### config.mk
export PLATFORM = sky130hd
export DESIGN_NAME = nand_page_mapper
export DESIGN_NICKNAME = d
export VERILOG_FILES = /design/src/rtl/nand_map_pkg.sv /design/src/rtl/nand_geom_dec.sv /design/src/rtl/nand_spare_locate.sv /design/src/rtl/nand_xfer_ctrl.sv /design/src/rtl/nand_page_mapper.sv
export SDC_FILE = /design/constraint.sdc
export NUM_CORES = 1
export LEC_CHECK = 0
export ABC_CLOCK_PERIOD_IN_PS = 14950
export BUFFER_PORTS_ARGS = -buffer_cell sky130_fd_sc_hd__buf_2
export CAP_MARGIN = 20
export CORE_UTILIZATION = 40
export DETAILED_ROUTE_END_ITERATION = 12
export PLACE_DENSITY_LB_ADDON = 0.05
export SLEW_MARGIN = 10
export SYNTH_ARGS = -nofsm -noshare
export SYNTH_HDL_FRONTEND = slang
export SYNTH_SLANG_ARGS = --single-unit
### constraint.sdc
create_clock -name clk_i -period 14.95 [get_ports clk_i]
set_clock_uncertainty 0.2 [all_clocks]
set_input_delay 2.99 -clock clk_i [delete_from_list [all_inputs] [get_ports clk_i]]
set_output_delay 2.99 -clock clk_i [all_outputs]
set_load 0.01 [all_outputs]
### src/rtl/nand_map_pkg.sv
package nand_map_pkg;

  typedef enum logic [1:0] {
    GEOM_P512_S16  = 2'd0,
    GEOM_P2K_S64   = 2'd1,
    GEOM_P4K_S128  = 2'd2,
    GEOM_P4K_S218  = 2'd3
  } geom_e;

  localparam int unsigned SECTOR_SH = 9;

  function automatic int unsigned page_bytes(geom_e g);
    case (g)
      GEOM_P512_S16: return 512;
      GEOM_P2K_S64:  return 2048;
      default:       return 4096;
    endcase
  endfunction

  function automatic int unsigned spare_bytes(geom_e g);
    case (g)
      GEOM_P512_S16: return 16;
      GEOM_P2K_S64:  return 64;
      GEOM_P4K_S128: return 128;
      default:       return 218;
    endcase
  endfunction

  // log2 of sectors per page
  function automatic int unsigned chunk_shift(geom_e g);
    case (g)
      GEOM_P512_S16: return 0;
      GEOM_P2K_S64:  return 2;
      default:       return 3;
    endcase
  endfunction

endpackage

### src/rtl/nand_geom_dec.sv
module nand_geom_dec
  import nand_map_pkg::*;
#(
  parameter int COL_W = 13
) (
  input  geom_e            geom_i,
  output logic [COL_W-1:0] page_o,
  output logic [COL_W-1:0] spare_o,
  output logic [COL_W-1:0] per_buf_o
);

  always_comb begin
    page_o    = COL_W'(page_bytes(geom_i));
    spare_o   = COL_W'(spare_bytes(geom_i));
    // chunks are a power of two: shift, then force even
    per_buf_o = (spare_o >> chunk_shift(geom_i)) & ~COL_W'(1);
  end

endmodule

### src/rtl/nand_spare_locate.sv
module nand_spare_locate #(
  parameter int OFF_W = 13,
  parameter int BUFS  = 8,
  localparam int IDX_W = $clog2(BUFS)
) (
  input  logic [OFF_W-1:0] s_i,
  input  logic [OFF_W-1:0] per_buf_i,
  output logic [IDX_W-1:0] idx_o,
  output logic [OFF_W-1:0] off_o
);

  logic [BUFS-1:1] ge;

  // one threshold per buffer start; the count of those passed is the index,
  // and the clamp to the last buffer falls out of having only BUFS-1 of them
  for (genvar k = 1; k < BUFS; k++) begin : g_thr
    logic [OFF_W-1:0] thr;
    assign thr   = OFF_W'(k) * per_buf_i;
    assign ge[k] = (s_i >= thr);
  end

  always_comb begin
    idx_o = '0;
    for (int k = 1; k < BUFS; k++) begin
      if (ge[k]) idx_o = idx_o + 1'b1;
    end
  end

  assign off_o = s_i - OFF_W'(idx_o) * per_buf_i;

endmodule

### src/rtl/nand_xfer_ctrl.sv
module nand_xfer_ctrl #(
  parameter int COL_W = 13,
  parameter int LEN_W = 13,
  localparam int SUM_W = ((COL_W > LEN_W) ? COL_W : LEN_W) + 1
) (
  input  logic             clk_i,
  input  logic             rst_ni,
  input  logic             start_i,
  input  logic [COL_W-1:0] start_col_i,
  input  logic [LEN_W-1:0] len_i,
  input  logic [COL_W-1:0] limit_i,
  input  logic             strobe_i,
  output logic [COL_W-1:0] col_o,
  output logic             busy_o,
  output logic             err_o,
  output logic             last_o,
  output logic             accept_o
);

  logic [COL_W-1:0] col_q;
  logic [LEN_W-1:0] rem_q;
  logic             busy_q, err_q;
  logic [SUM_W-1:0] end_col;
  logic             reject;

  assign end_col  = SUM_W'(start_col_i) + SUM_W'(len_i);
  assign reject   = end_col > SUM_W'(limit_i);
  assign accept_o = start_i & ~reject;

  always_ff @(posedge clk_i or negedge rst_ni) begin
    if (!rst_ni) begin
      col_q  <= '0;
      rem_q  <= '0;
      busy_q <= 1'b0;
      err_q  <= 1'b0;
    end else if (start_i) begin
      col_q <= start_col_i;
      rem_q <= len_i;
      if (reject) begin
        busy_q <= 1'b0;
        err_q  <= 1'b1;
      end else begin
        busy_q <= (len_i != '0);
        err_q  <= 1'b0;
      end
    end else if (strobe_i && busy_q) begin
      col_q <= col_q + 1'b1;
      rem_q <= rem_q - 1'b1;
      if (rem_q == LEN_W'(1)) busy_q <= 1'b0;
    end
  end

  assign col_o  = col_q;
  assign busy_o = busy_q;
  assign err_o  = err_q;
  assign last_o = busy_q && (rem_q == LEN_W'(1));

  p_err_idle_r8: assert property (@(posedge clk_i) disable iff (!rst_ni)
    err_o |-> !busy_o);

  p_step_r5: assert property (@(posedge clk_i) disable iff (!rst_ni)
    busy_o && strobe_i && !start_i && !last_o |=> busy_o && (col_o == $past(col_o) + 1'b1));

  p_start_prio_r9: assert property (@(posedge clk_i) disable iff (!rst_ni)
    accept_o && (len_i != '0) |=> busy_o && (col_o == $past(start_col_i)));

  p_done_r5: assert property (@(posedge clk_i) disable iff (!rst_ni)
    last_o && strobe_i && !start_i |=> !busy_o);

endmodule

### src/rtl/nand_page_mapper.sv
module nand_page_mapper
  import nand_map_pkg::*;
#(
  parameter int              COL_W        = 13,
  parameter int              LEN_W        = 13,
  parameter int              ADDR_W       = 13,
  parameter int              SPARE_BUFS   = 8,
  parameter int              SPARE_STRIDE = 64,
  parameter logic [ADDR_W-1:0] SPARE_BASE = 13'h1000,
  localparam int IDX_W  = $clog2(SPARE_BUFS),
  localparam int STR_SH = $clog2(SPARE_STRIDE),
  localparam int BOFF_W = SECTOR_SH
) (
  input  logic              clk_i,
  input  logic              rst_ni,
  input  logic [1:0]        geom_i,
  input  logic              spare_only_i,
  input  logic              start_i,
  input  logic [COL_W-1:0]  start_col_i,
  input  logic [LEN_W-1:0]  len_i,
  input  logic              strobe_i,
  output logic              busy_o,
  output logic              err_o,
  output logic [ADDR_W-1:0] addr_o,
  output logic              spare_o,
  output logic [IDX_W-1:0]  buf_sel_o,
  output logic [BOFF_W-1:0] byte_off_o,
  output logic              brk_o,
  output logic              last_o
);

  geom_e            geom_live, geom_q;
  logic             so_q;
  logic [COL_W-1:0] limit, col, page, spare_sz, per_buf, s_off, sp_off;
  logic [IDX_W-1:0] sp_idx;
  logic             accept, busy, in_spare, sp_brk;

  assign geom_live = geom_e'(geom_i);
  assign limit = spare_only_i ? COL_W'(spare_bytes(geom_live))
                              : COL_W'(page_bytes(geom_live) + spare_bytes(geom_live));

  nand_xfer_ctrl #(.COL_W(COL_W), .LEN_W(LEN_W)) i_ctrl (
    .clk_i, .rst_ni, .start_i, .start_col_i, .len_i,
    .limit_i (limit),
    .strobe_i,
    .col_o   (col),
    .busy_o  (busy),
    .err_o,
    .last_o,
    .accept_o(accept)
  );

  always_ff @(posedge clk_i or negedge rst_ni) begin
    if (!rst_ni) begin
      geom_q <= GEOM_P512_S16;
      so_q   <= 1'b0;
    end else if (accept) begin
      geom_q <= geom_live;
      so_q   <= spare_only_i;
    end
  end

  nand_geom_dec #(.COL_W(COL_W)) i_geom (
    .geom_i   (geom_q),
    .page_o   (page),
    .spare_o  (spare_sz),
    .per_buf_o(per_buf)
  );

  assign in_spare = so_q || (col >= page);
  assign s_off    = so_q ? col : col - page;

  nand_spare_locate #(.OFF_W(COL_W), .BUFS(SPARE_BUFS)) i_loc (
    .s_i      (s_off),
    .per_buf_i(per_buf),
    .idx_o    (sp_idx),
    .off_o    (sp_off)
  );

  assign sp_brk = ((sp_off == per_buf - 1'b1) && (sp_idx != IDX_W'(SPARE_BUFS - 1)))
               || (s_off == spare_sz - 1'b1);

  always_comb begin
    if (in_spare) begin
      addr_o     = SPARE_BASE + (ADDR_W'(sp_idx) << STR_SH) + ADDR_W'(sp_off);
      buf_sel_o  = sp_idx;
      byte_off_o = BOFF_W'(sp_off);
    end else begin
      addr_o     = ADDR_W'(col);
      buf_sel_o  = col[SECTOR_SH +: IDX_W];
      byte_off_o = col[BOFF_W-1:0];
    end
  end

  assign spare_o = in_spare;
  assign busy_o  = busy;
  assign brk_o   = busy && (in_spare ? sp_brk : (col == page - 1'b1));

  p_spare_off_r4: assert property (@(posedge clk_i) disable iff (!rst_ni)
    busy_o && spare_o |-> (sp_off < COL_W'(SPARE_STRIDE)));

  p_main_below_r2: assert property (@(posedge clk_i) disable iff (!rst_ni)
    busy_o && !spare_o |-> (addr_o < SPARE_BASE));

  p_last_busy_r7: assert property (@(posedge clk_i) disable iff (!rst_ni)
    last_o |-> busy_o);

  p_cfg_hold_r9: assert property (@(posedge clk_i) disable iff (!rst_ni)
    busy_o && !start_i |=> $stable(geom_q) && $stable(so_q));

endmodule

==> results of run 1 <==
-- cells in the final DEF (no fill, tap or decap), types with 6 or more instances in the layout --
cell,synthesis,routed
buf_2,1,62
o21bai_1,9,9
o21ai_0,38,38
a21o_1,18,18
ha_1,119,119
nor2b_1,11,11
and3_1,7,7
xor2_1,32,32
xnor2_1,48,48
nand2b_1,13,13
nor4_1,11,11
nor3_1,14,14
nand4_1,9,9
o21a_1,6,6
inv_1,55,55
nand2_1,92,92
and2_1,13,13
fa_1,11,11
nor2_1,48,48
nand3_1,16,16
a21oi_1,49,48
o21ai_1,19,19
or3_1,7,7
nand3b_1,8,8
dfrtp_1,31,31
-- state kept, by name, indices dropped and copies added (netlist names) --
signal         flops
geom_q             2
i_ctrl.busy_o      1
i_ctrl.err_o       1
i_ctrl.rem_q      13
so_q               1
i_ctrl.col_o      13
-- layer usage --
metal  share of wire (%)  wire, µm  track usage, %  vias to the layer above
met3                 2.9       536            1.34                       24
li1                    -         -               -                     2916
met5                   0         0               0                        -
met4                 2.1       398            6.71                        0
met2                  51      9610            45.1                      116
met1                  44      8190            28.4                     2789
-- how the worst max path moves through the flow --
stage                       to  slack, ps
floorplan           addr_o[12]       2210
global placement         brk_o       1140
detailed placement       brk_o        840
CTS                      brk_o        520
global route             brk_o        100
finish                   brk_o        820
-- per-stage QoR --
stage	std cells	util, %	area [µm²]	setup slack (ps)	hold slack [ps]
detailed placement	1050	44.2	6770	837	279
finish	1058	45.4	6950	822	285
CTS	1058	45.3	6940	520	291
global placement	1050	44.2	6770	1140	280
floorplan	805	-	6330	2210	316
global route	1058	45.4	6950	95.7	310
-- Yosys cell counts (all sizes together), types with 7 or more instances --
library cell  instances
a21o                 19
a21oi                51
and2                 14
and3                  8
buf                  13
clkbuf               19
dfrtp                31
fa                   11
ha                  119
inv                  59
nand2                92
nand2b               15
nand3                18
nand3b                8
nand4                 9
nor2                 48
nor2b                11
nor3                 14
nor4                 12
o21ai                58
o21bai                9
or3                   7
xnor2                50
xor2                 32
-- worst max-delay path, delay by kind of cell (launching register included) --
family,cells,cell delay [ps]
flip-flops,1,410
multiplexers,2,530
XOR/XNOR,5,1050
adder cells (fa/ha/maj),12,3600
buffers and inverters,3,440
AND/OR/NAND/NOR,7,1330
AO/OA/AOI/OAI,15,3260
-- what timing repair did --
| action | 4_1_cts | 5_1_grt |
|---|---|---|
| endpoints found under the hold margin | 0 | 0 |
| buffers inserted | 0 | 0 |
| resized for setup | 0 | 1 |
| setup endpoints to repair | 0 | 2 |
-- cell type report --
type / instances / area, µm² / area share [%]
clock inverter: 2 / 35.0 / 0.504
sequential: 31 / 776 / 11.2
inverter: 59 / 221 / 3.19
tap: 211 / 264 / 3.80
timing repair buffer: 66 / 340 / 4.90
clock buffer: 6 / 139 / 2.00
multi-input combinational: 683 / 5170 / 74.4
-- cell families (layout without fill, tap and decap cells) --
group           after synthesis  after routing  share of synthesized area [%]
buf+inv                      91            133                           6.20
fa+ha+maj                   130            130                           27.0
simple gates                276            276                           22.6
flops                        31             31                           12.3
compound gates              188            188                           19.2
xor+xnor                     82             82                           11.6
mux                           7              7                           1.17
==> results by group, run 1 <==
GRT
  – Global-route wire length before repair: 30.3 mm
  – Largest net degree at the start of global routing: 57
  – Total gr overflow: 0
  – GRT Total Usage: 23.6%
  – Initial antenna violation count: 0
  – Vias in the first global route: 5829

Route
  – Drt pass-1 iters: 4
  – DRT iter0 DRCs: 226
  – Antenna Nets Post-Route: 0
  – Vias: 5845
  – DRC Markers: 0
  – Routed wire per std cell: 17.7 µm
  – Routed wire length: 18.7 mm
  – Via density: 5.52

Die
  – Core Rows: 45
  – Initial Util: 41.3%
  – I/O pin cnt: 63
  – Core ar.: 0.0153 mm²
  – Die height: 128 µm
  – Die width: 128 µm
  – Die ar.: 0.0163 mm²

Worst setup path
  – Crit path top cell by count: ha_1
  – CP Capture Type: output pin
  – Worst r2r dst: i_ctrl.rem_q[8]
  – Type of origin of the critical path: flip-flop
  – Reg-to-reg setup timing slack: 12490 ps
  – Critical path type: flip-flop to output pin
  – FF-to-FF Start: i_ctrl.busy_o
  – Slowest CP cell: a21oi_2
  – R2r worst-path depth: 7
  – Crit path DAT: 10940 ps
  – Required time of the critical path: 11760 ps
  – Worst-path fanout max: 10
  – Worst Setup SP: geom_q[0]
  – CP peak stage delay: 490 ps

Clock tree
  – Clock buffer count from CTS: 5
  – H-Tree Depth: 2
  – Root Driver: clkbuf_16
  – CTS tree: yes
  – Number of sinks on the clock net: 31
  – Hold-fix buffers, CTS: 0
  – Clock Latency Late Sink: 280 ps
  – Clock Pin Slew Worst Setup and Hold Paths: 50 ps
  – Clock Tree Buf Depth: 2

Synth
  – Synth top area cells: ha_1 24%, dfrtp_1 12%, xnor2_1 6.6%
  – Mean area per synthesized cell: 7.87 µm²
  – Fraction of the yosys area taken by sequential cells: 12.3%
  – Synth Cell Area: 0.00633 mm²
  – Count of different cell masters after synthesis: 77
  – Synth Warn #: 0
  – Post-synth top area share: 23.5%
  – Syn Nets: 968
  – Synth async-reset ratio: 100%
  – Cells after Synth: 805
  – Dominant synthesized flop cell: dfrtp_1
  – FF+latch count, synth: 31
  – Area leader, netlist: ha_1
  – Number of synthesized flops with an enable pin: 0

STA
  – Final period utilization: 94.5%
  – Worst Tran Pin Value: 830 ps
  – RSZ-0062 raised after global routing: false
  – Final Setup Violations: 0
  – Slew headroom: 44.7%
  – Fin Setup TNS: 0 ps
  – Pins over their slew limit: 0
  – Final-report hold violation count: 0
  – Crit path time final: 14130 ps
  – Fmax: 70.8 MHz

Cells and area
  – Nets@finish: 1009
  – N_diodes: 0
  – Synthesis-to-finish area growth: 9.72%
  – Share of layout cells above drive strength 1: 11.7%
  – Fillers: 1629

Min path
  – Hold path cells: 1
  – Critical hold path startpoint: i_ctrl.err_o
  – HP Class: flip-flop to flip-flop
  – Endpoint, Worst Hold: i_ctrl.err_o

Placement
  – Routability congestion estimate: 0.923
  – DP HPWL: 15.4 mm
  – IO buf count: 62

Run status
  – Status: finished, final reports clean

Run
  – MaxCap Viol Count: 0
Power of run 1 is not shown: default switching activity piles up to over one toggle a cycle in this logic, so the estimate is an artifact.
==> inputs of run 2 (changes only) <==
--- a/constraint.sdc
+++ b/constraint.sdc
@@ -4,2 +4,2 @@
 set_output_delay 2.99 -clock clk_i [all_outputs]
-set_load 0.01 [all_outputs]
+set_load 0.05 [all_outputs]
==> results by group, run 2 (synthesis results as in run 1) <==
Run status
  – Status: finished, final reports clean

Cells and area
  – Synthesis-to-finish area growth: 9.84%
  – Commonest non-fill, non-tap cells in the layout: 119 x ha_1, 92 x nand2_1, 62 x buf_2
  – Share of layout cells above drive strength 1: 11.8% (+0.10 points)
  – Leading cell type in the layout, fill and taps excluded: ha_1
  – Area occupied by multi-input gates: 0.00517 mm² (unchanged)
  – N_diodes: 0 (unchanged)
  – Fillers: 1612 (-1.0%)
  – Reg area: 776 µm² (unchanged)
  – Nets@finish: 1010 (+0.099%)

Route
  – Via density: 5.54 (+0.26%)
  – Antenna Nets Post-Route: 0 (unchanged)
  – Routed wire length: 18.9 mm (+0.68%)
  – DRC Markers: 0 (unchanged)
  – Vias: 5866 (+0.36%)
  – Drt pass-1 iters: 4 (unchanged)
  – Routed wire per std cell: 17.8 µm (+0.59%)
  – DRT iter0 DRCs: 232 (+2.7%)

Die
  – Die width: 128 µm (unchanged)
  – Die ar.: 0.0163 mm² (unchanged)
  – I/O pin cnt: 63 (unchanged)
  – Core ar.: 0.0153 mm² (unchanged)
  – Initial Util: 41.3% (unchanged)
  – Die height: 128 µm (unchanged)
  – Core Rows: 45 (unchanged)

STA
  – Final period utilization: 94.9% (+0.42 points)
  – Slew headroom: 44.0% (-0.68 points)
  – Final Setup Violations: 0 (unchanged)
  – Fin Setup TNS: 0 ps (unchanged)
  – RSZ-0062 raised after global routing: false
  – Pins over their slew limit: 0 (unchanged)
  – Fmax: 70.5 MHz (-0.45%)
  – Crit path time final: 14190 ps (+63.5 ps)
  – Final-report hold violation count: 0 (unchanged)
  – Worst Tran Pin Value: 840 ps (+10.3 ps)

Clock tree
  – Number of sinks on the clock net: 31 (unchanged)
  – Clock Tree Buf Depth: 2 (unchanged)
  – Clock Pin Slew Worst Setup and Hold Paths: 50 ps (about the same)
  – Clock buffer count from CTS: 5 (unchanged)
  – H-Tree Depth: 2 (unchanged)
  – Clock Latency Late Sink: 280 ps (about the same)
  – Root Driver: clkbuf_16
  – CTS tree: yes

Worst setup path
  – Reg-to-reg setup timing slack: 12450 ps (-40 ps)
  – Slowest CP cell: fa_1
  – Worst-path fanout max: 10 (unchanged)
  – Crit path top cell by count: ha_1
  – CP Depth: 45 (+2.3%)
  – Type of origin of the critical path: flip-flop
  – FF-to-FF Start: i_ctrl.busy_o
  – CP Buf/Inv Count: 4 (+1)
  – Crit path DAT: 11000 ps (+60 ps)
  – R2r worst-path depth: 7 (unchanged)
  – Worst Setup SP: geom_q[0]
  – Critical path type: flip-flop to output pin
  – Required time of the critical path: 11760 ps (about the same)
  – CP top delay family: adder cells
  – Worst r2r dst: i_ctrl.rem_q[8]
  – CP peak stage delay: 490 ps (about the same)
  – CP endpoint: brk_o
  – CP Capture Type: output pin

Placement
  – IO buf count: 62 (unchanged)
  – DP HPWL: 15.4 mm (+0.11%)
  – Routability congestion estimate: 0.933 (+1.1%)

Run
  – MaxCap Viol Count: 0 (unchanged)

Min path
  – HP Class: flip-flop to flip-flop

GRT
  – Global-route wire length before repair: 30.3 mm (about the same)
  – Initial antenna violation count: 0 (unchanged)
  – GRT Total Usage: 23.7% (+0.027 points)
  – Vias in the first global route: 5896 (+1.1%)
  – Largest net degree at the start of global routing: 57 (unchanged)
  – Total gr overflow: 0 (unchanged)
==> run 2: layout make-up <==
class	count	share of cell area, %
multi-input combinational	683	74.4
sequential	31	11.2
timing repair buffer	67	5.00
tap	211	3.80
inverter	59	3.18
clock buffer	6	2.00
clock inverter	2	0.504
==> run 2: per-stage QoR <==
| stage | std cells | setup WS [ps] | hold WS, ps | util [%] | instance area [µm²] |
|---|---|---|---|---|---|
| final | 1059 | 758 | 285 | 45.4 | 6960 |
| after global routing | 1059 | 177 | 309 | 45.4 | 6960 |
| after CTS | 1059 | 478 | 292 | 45.4 | 6950 |
| after detailed placement | 1051 | 812 | 279 | 44.3 | 6780 |
| after global placement | 1051 | 1070 | 281 | 44.3 | 6780 |
| after floorplan | 805 | 1640 | 325 | - | 6330 |
==> run 2: routing by layer <==
metal	wire, µm	global-route usage, %	part of all wire (%)
met2	9660	45.3	51
met1	8200	27.9	43
met3	565	1.67	3.0
met5	0	0	0
met4	440	7.20	2.3
==> run 2: worst min path at each step <==
stage          depth (start not counted)                to              from  slack [ps]
2_1_floorplan                          2  i_ctrl.rem_q[10]  i_ctrl.rem_q[10]         330
3_3_place_gp                           1      i_ctrl.err_o      i_ctrl.err_o         280
3_5_place_dp                           1      i_ctrl.err_o      i_ctrl.err_o         280
4_1_cts                                1      i_ctrl.err_o      i_ctrl.err_o         290
5_1_grt                                1      i_ctrl.err_o      i_ctrl.err_o         310
6_report                               1      i_ctrl.err_o      i_ctrl.err_o         290
==> run 2: worst reg2reg max path, stage by stage, from the launching register on <==
cell	delay, ps
dfrtp_1	520
and2_0	320
nand2_1	140
nor3_1	320
nor3b_1	490
nand2_1	130
xor2_1	160
o21ai_1	70
==> run 2: repair_timing <==
action                                  4_1_cts  5_1_grt
hold buffers                                  0        0
setup buffers                                 0        0
resized for setup                             0        1
endpoints found under the setup margin        0        2
Power of run 2 is left out for the same reason.
==> inputs of run 3 (changes only) <==
ABC_CLOCK_PERIOD_IN_PS = 13140   (was 14950)
clock period = 13.14 ns   (was 14.95 ns; I/O delays follow)
==> results by group, run 3 (synthesis results as in run 1) <==
Die
  – I/O pin cnt: 63 (unchanged)
  – Core ar.: 0.0153 mm² (unchanged)
  – Die ar.: 0.0163 mm² (unchanged)
  – Die width: 128 µm (unchanged)
  – Initial Util: 41.3% (unchanged)
  – Core Rows: 45 (unchanged)
  – Die height: 128 µm (unchanged)

Cells and area
  – Area occupied by multi-input gates: 0.00529 mm² (+2.2%)
  – Final cell count without fillers: 1083 (+2.3%)
  – Reg area: 776 µm² (unchanged)
  – Commonest non-fill, non-tap cells in the layout: 115 x ha_1, 92 x nand2_1, 61 x buf_2
  – Nets@finish: 1034 (+2.4%)
  – Synthesis-to-finish area growth: 14.5%
  – N_diodes: 0 (unchanged)
  – Share of layout cells above drive strength 1: 16.5% (+4.7 points)
  – Leading cell type in the layout, fill and taps excluded: ha_1
  – Fillers: 1576 (-2.2%)

Route
  – Routed wire per std cell: 17.3 µm (-2.7%)
  – Drt pass-1 iters: 4 (unchanged)
  – Vias: 5963 (+1.7%)
  – Via density: 5.51 (-0.60%)
  – DRT iter0 DRCs: 214 (-7.8%)
  – Routed wire length: 18.8 mm (-0.45%)
  – Antenna Nets Post-Route: 0 (unchanged)
  – DRC Markers: 0 (unchanged)

Min path
  – Critical hold path startpoint: i_ctrl.err_o
  – HP Class: flip-flop to flip-flop

Worst setup path
  – CP Capture Type: output pin
  – Reg-to-reg setup timing slack: 10640 ps (-1810 ps)
  – Required time of the critical path: 10310 ps (-1450 ps)
  – Crit path top cell by count: ha_1
  – Type of origin of the critical path: flip-flop
  – FF-to-FF Start: i_ctrl.busy_o
  – Crit path DAT: 9890 ps (-1110 ps)
  – Worst-path fanout max: 7 (-3)
  – Critical path type: flip-flop to output pin
  – CP peak stage delay: 410 ps (-80 ps)
  – Slowest CP cell: fa_1
  – Worst Setup SP: geom_q[0]

STA
  – Final WS setup: 425 ps (-333 ps)
  – Fmax: 78.6 MHz
  – Final Setup Violations: 0 (unchanged)
  – Final-report hold violation count: 0 (unchanged)
  – Crit path time final: 12710 ps
  – Slew headroom: 40.8% (-3.2 points)
  – Pins over their slew limit: 0 (unchanged)
  – Final period utilization: 96.8%
  – Worst Tran Pin Value: 877 ps (+37.0 ps)

GRT
  – GRT Total Usage: 24.0% (+0.31 points)
  – Total gr overflow: 0 (unchanged)
  – Largest net degree at the start of global routing: 57 (unchanged)
  – Global-route wire length before repair: 30.7 mm (+1.1%)
  – Initial antenna violation count: 0 (unchanged)
  – Vias in the first global route: 6037 (+2.4%)

Clock tree
  – Clock Tree Buf Depth: 2 (unchanged)
  – Number of sinks on the clock net: 31 (unchanged)
  – H-Tree Depth: 2 (unchanged)
  – Clock buffer count from CTS: 5 (unchanged)
  – Root Driver: clkbuf_16
  – Clock Latency Late Sink: 280 ps (about the same)
  – Clock Pin Slew Worst Setup and Hold Paths: 50 ps (about the same)
  – CTS tree: yes

Placement
  – Routability congestion estimate: 0.878 (-5.9%)
  – Placed Cells: 1067 (+1.5%)
  – IO buf count: 62 (unchanged)
  – DP Worst Slack: 67.6 ps (-744 ps)
  – DP HPWL: 15.6 mm (+1.5%)

Run status
  – Status: finished, final reports clean

Run
  – MaxCap Viol Count: 0 (unchanged)
==> run 3: changes by cell type in the layout (fill, tap and decap cells not counted), moves of 4 or more <==
cell     before  now
ha_1        119  115
a21oi_2       3    8
a21oi_1      48   43
buf_4         5   30
==> run 3: worst max-delay path, delay by kind of cell (launching register included) <==
family | cells | cell delay [ps]
multiplexers | 1 | 270
flip-flops | 1 | 400
AO/OA/AOI/OAI | 8 | 1600
AND/OR/NAND/NOR | 12 | 1880
adder cells (fa/ha/maj) | 13 | 3670
buffers and inverters | 6 | 670
XOR/XNOR | 7 | 1100
==> run 3: what timing repair did <==
item | 4_1_cts | 5_1_grt
pin swaps | 1 | 5
hold buffers | 0 | 0
buffers inserted | 0 | 8
resized for setup | 5 | 20
endpoints found under the setup margin | 5 | 7
==> run 3: area by class of cell <==
cell class	instances	area share, %
multi-input combinational	683	72.9
sequential	31	10.7
timing repair buffer	91	7.32
tap	211	3.64
inverter	59	3.05
clock buffer	6	1.92
clock inverter	2	0.483
==> run 3: worst paths after layout <==
check / endpoint / depth (start not counted)
max: addr_o[12] / 47
min: i_ctrl.err_o / 1
max reg2reg: i_ctrl.rem_q[10] / 7
min reg2reg: i_ctrl.err_o / 1
max in group asynchronous: i_ctrl.rem_q[6] / 1
min in group asynchronous: so_q / 1
==> run 3: per-layer routing <==
layer  vias to the layer above  GRT usage (%)  part of all wire [%]  wire length, µm
li1                       2958              -                     -                -
met1                      2833           29.4                    44             8180
met2                       137           44.3                    50             9450
met3                        35          0.918                   2.8              529
met4                         0           9.20                   3.3              622
met5                         -              0                     0                0
==> run 3: through the flow <==
| step | setup TNS [ps] | utilization (%) | hold WS, ps | cell area (µm²) |
|---|---|---|---|---|
| after floorplan | 0 | - | 325 | 6330 |
| after global placement | 0 | 45.0 | 281 | 6900 |
| after detailed placement | 0 | 45.0 | 291 | 6900 |
| after CTS | 0 | 46.4 | 302 | 7100 |
| after global routing | -159 | 47.4 | 332 | 7250 |
| final | 0 | 47.4 | 288 | 7250 |
Power of run 3 is left out for the same reason.
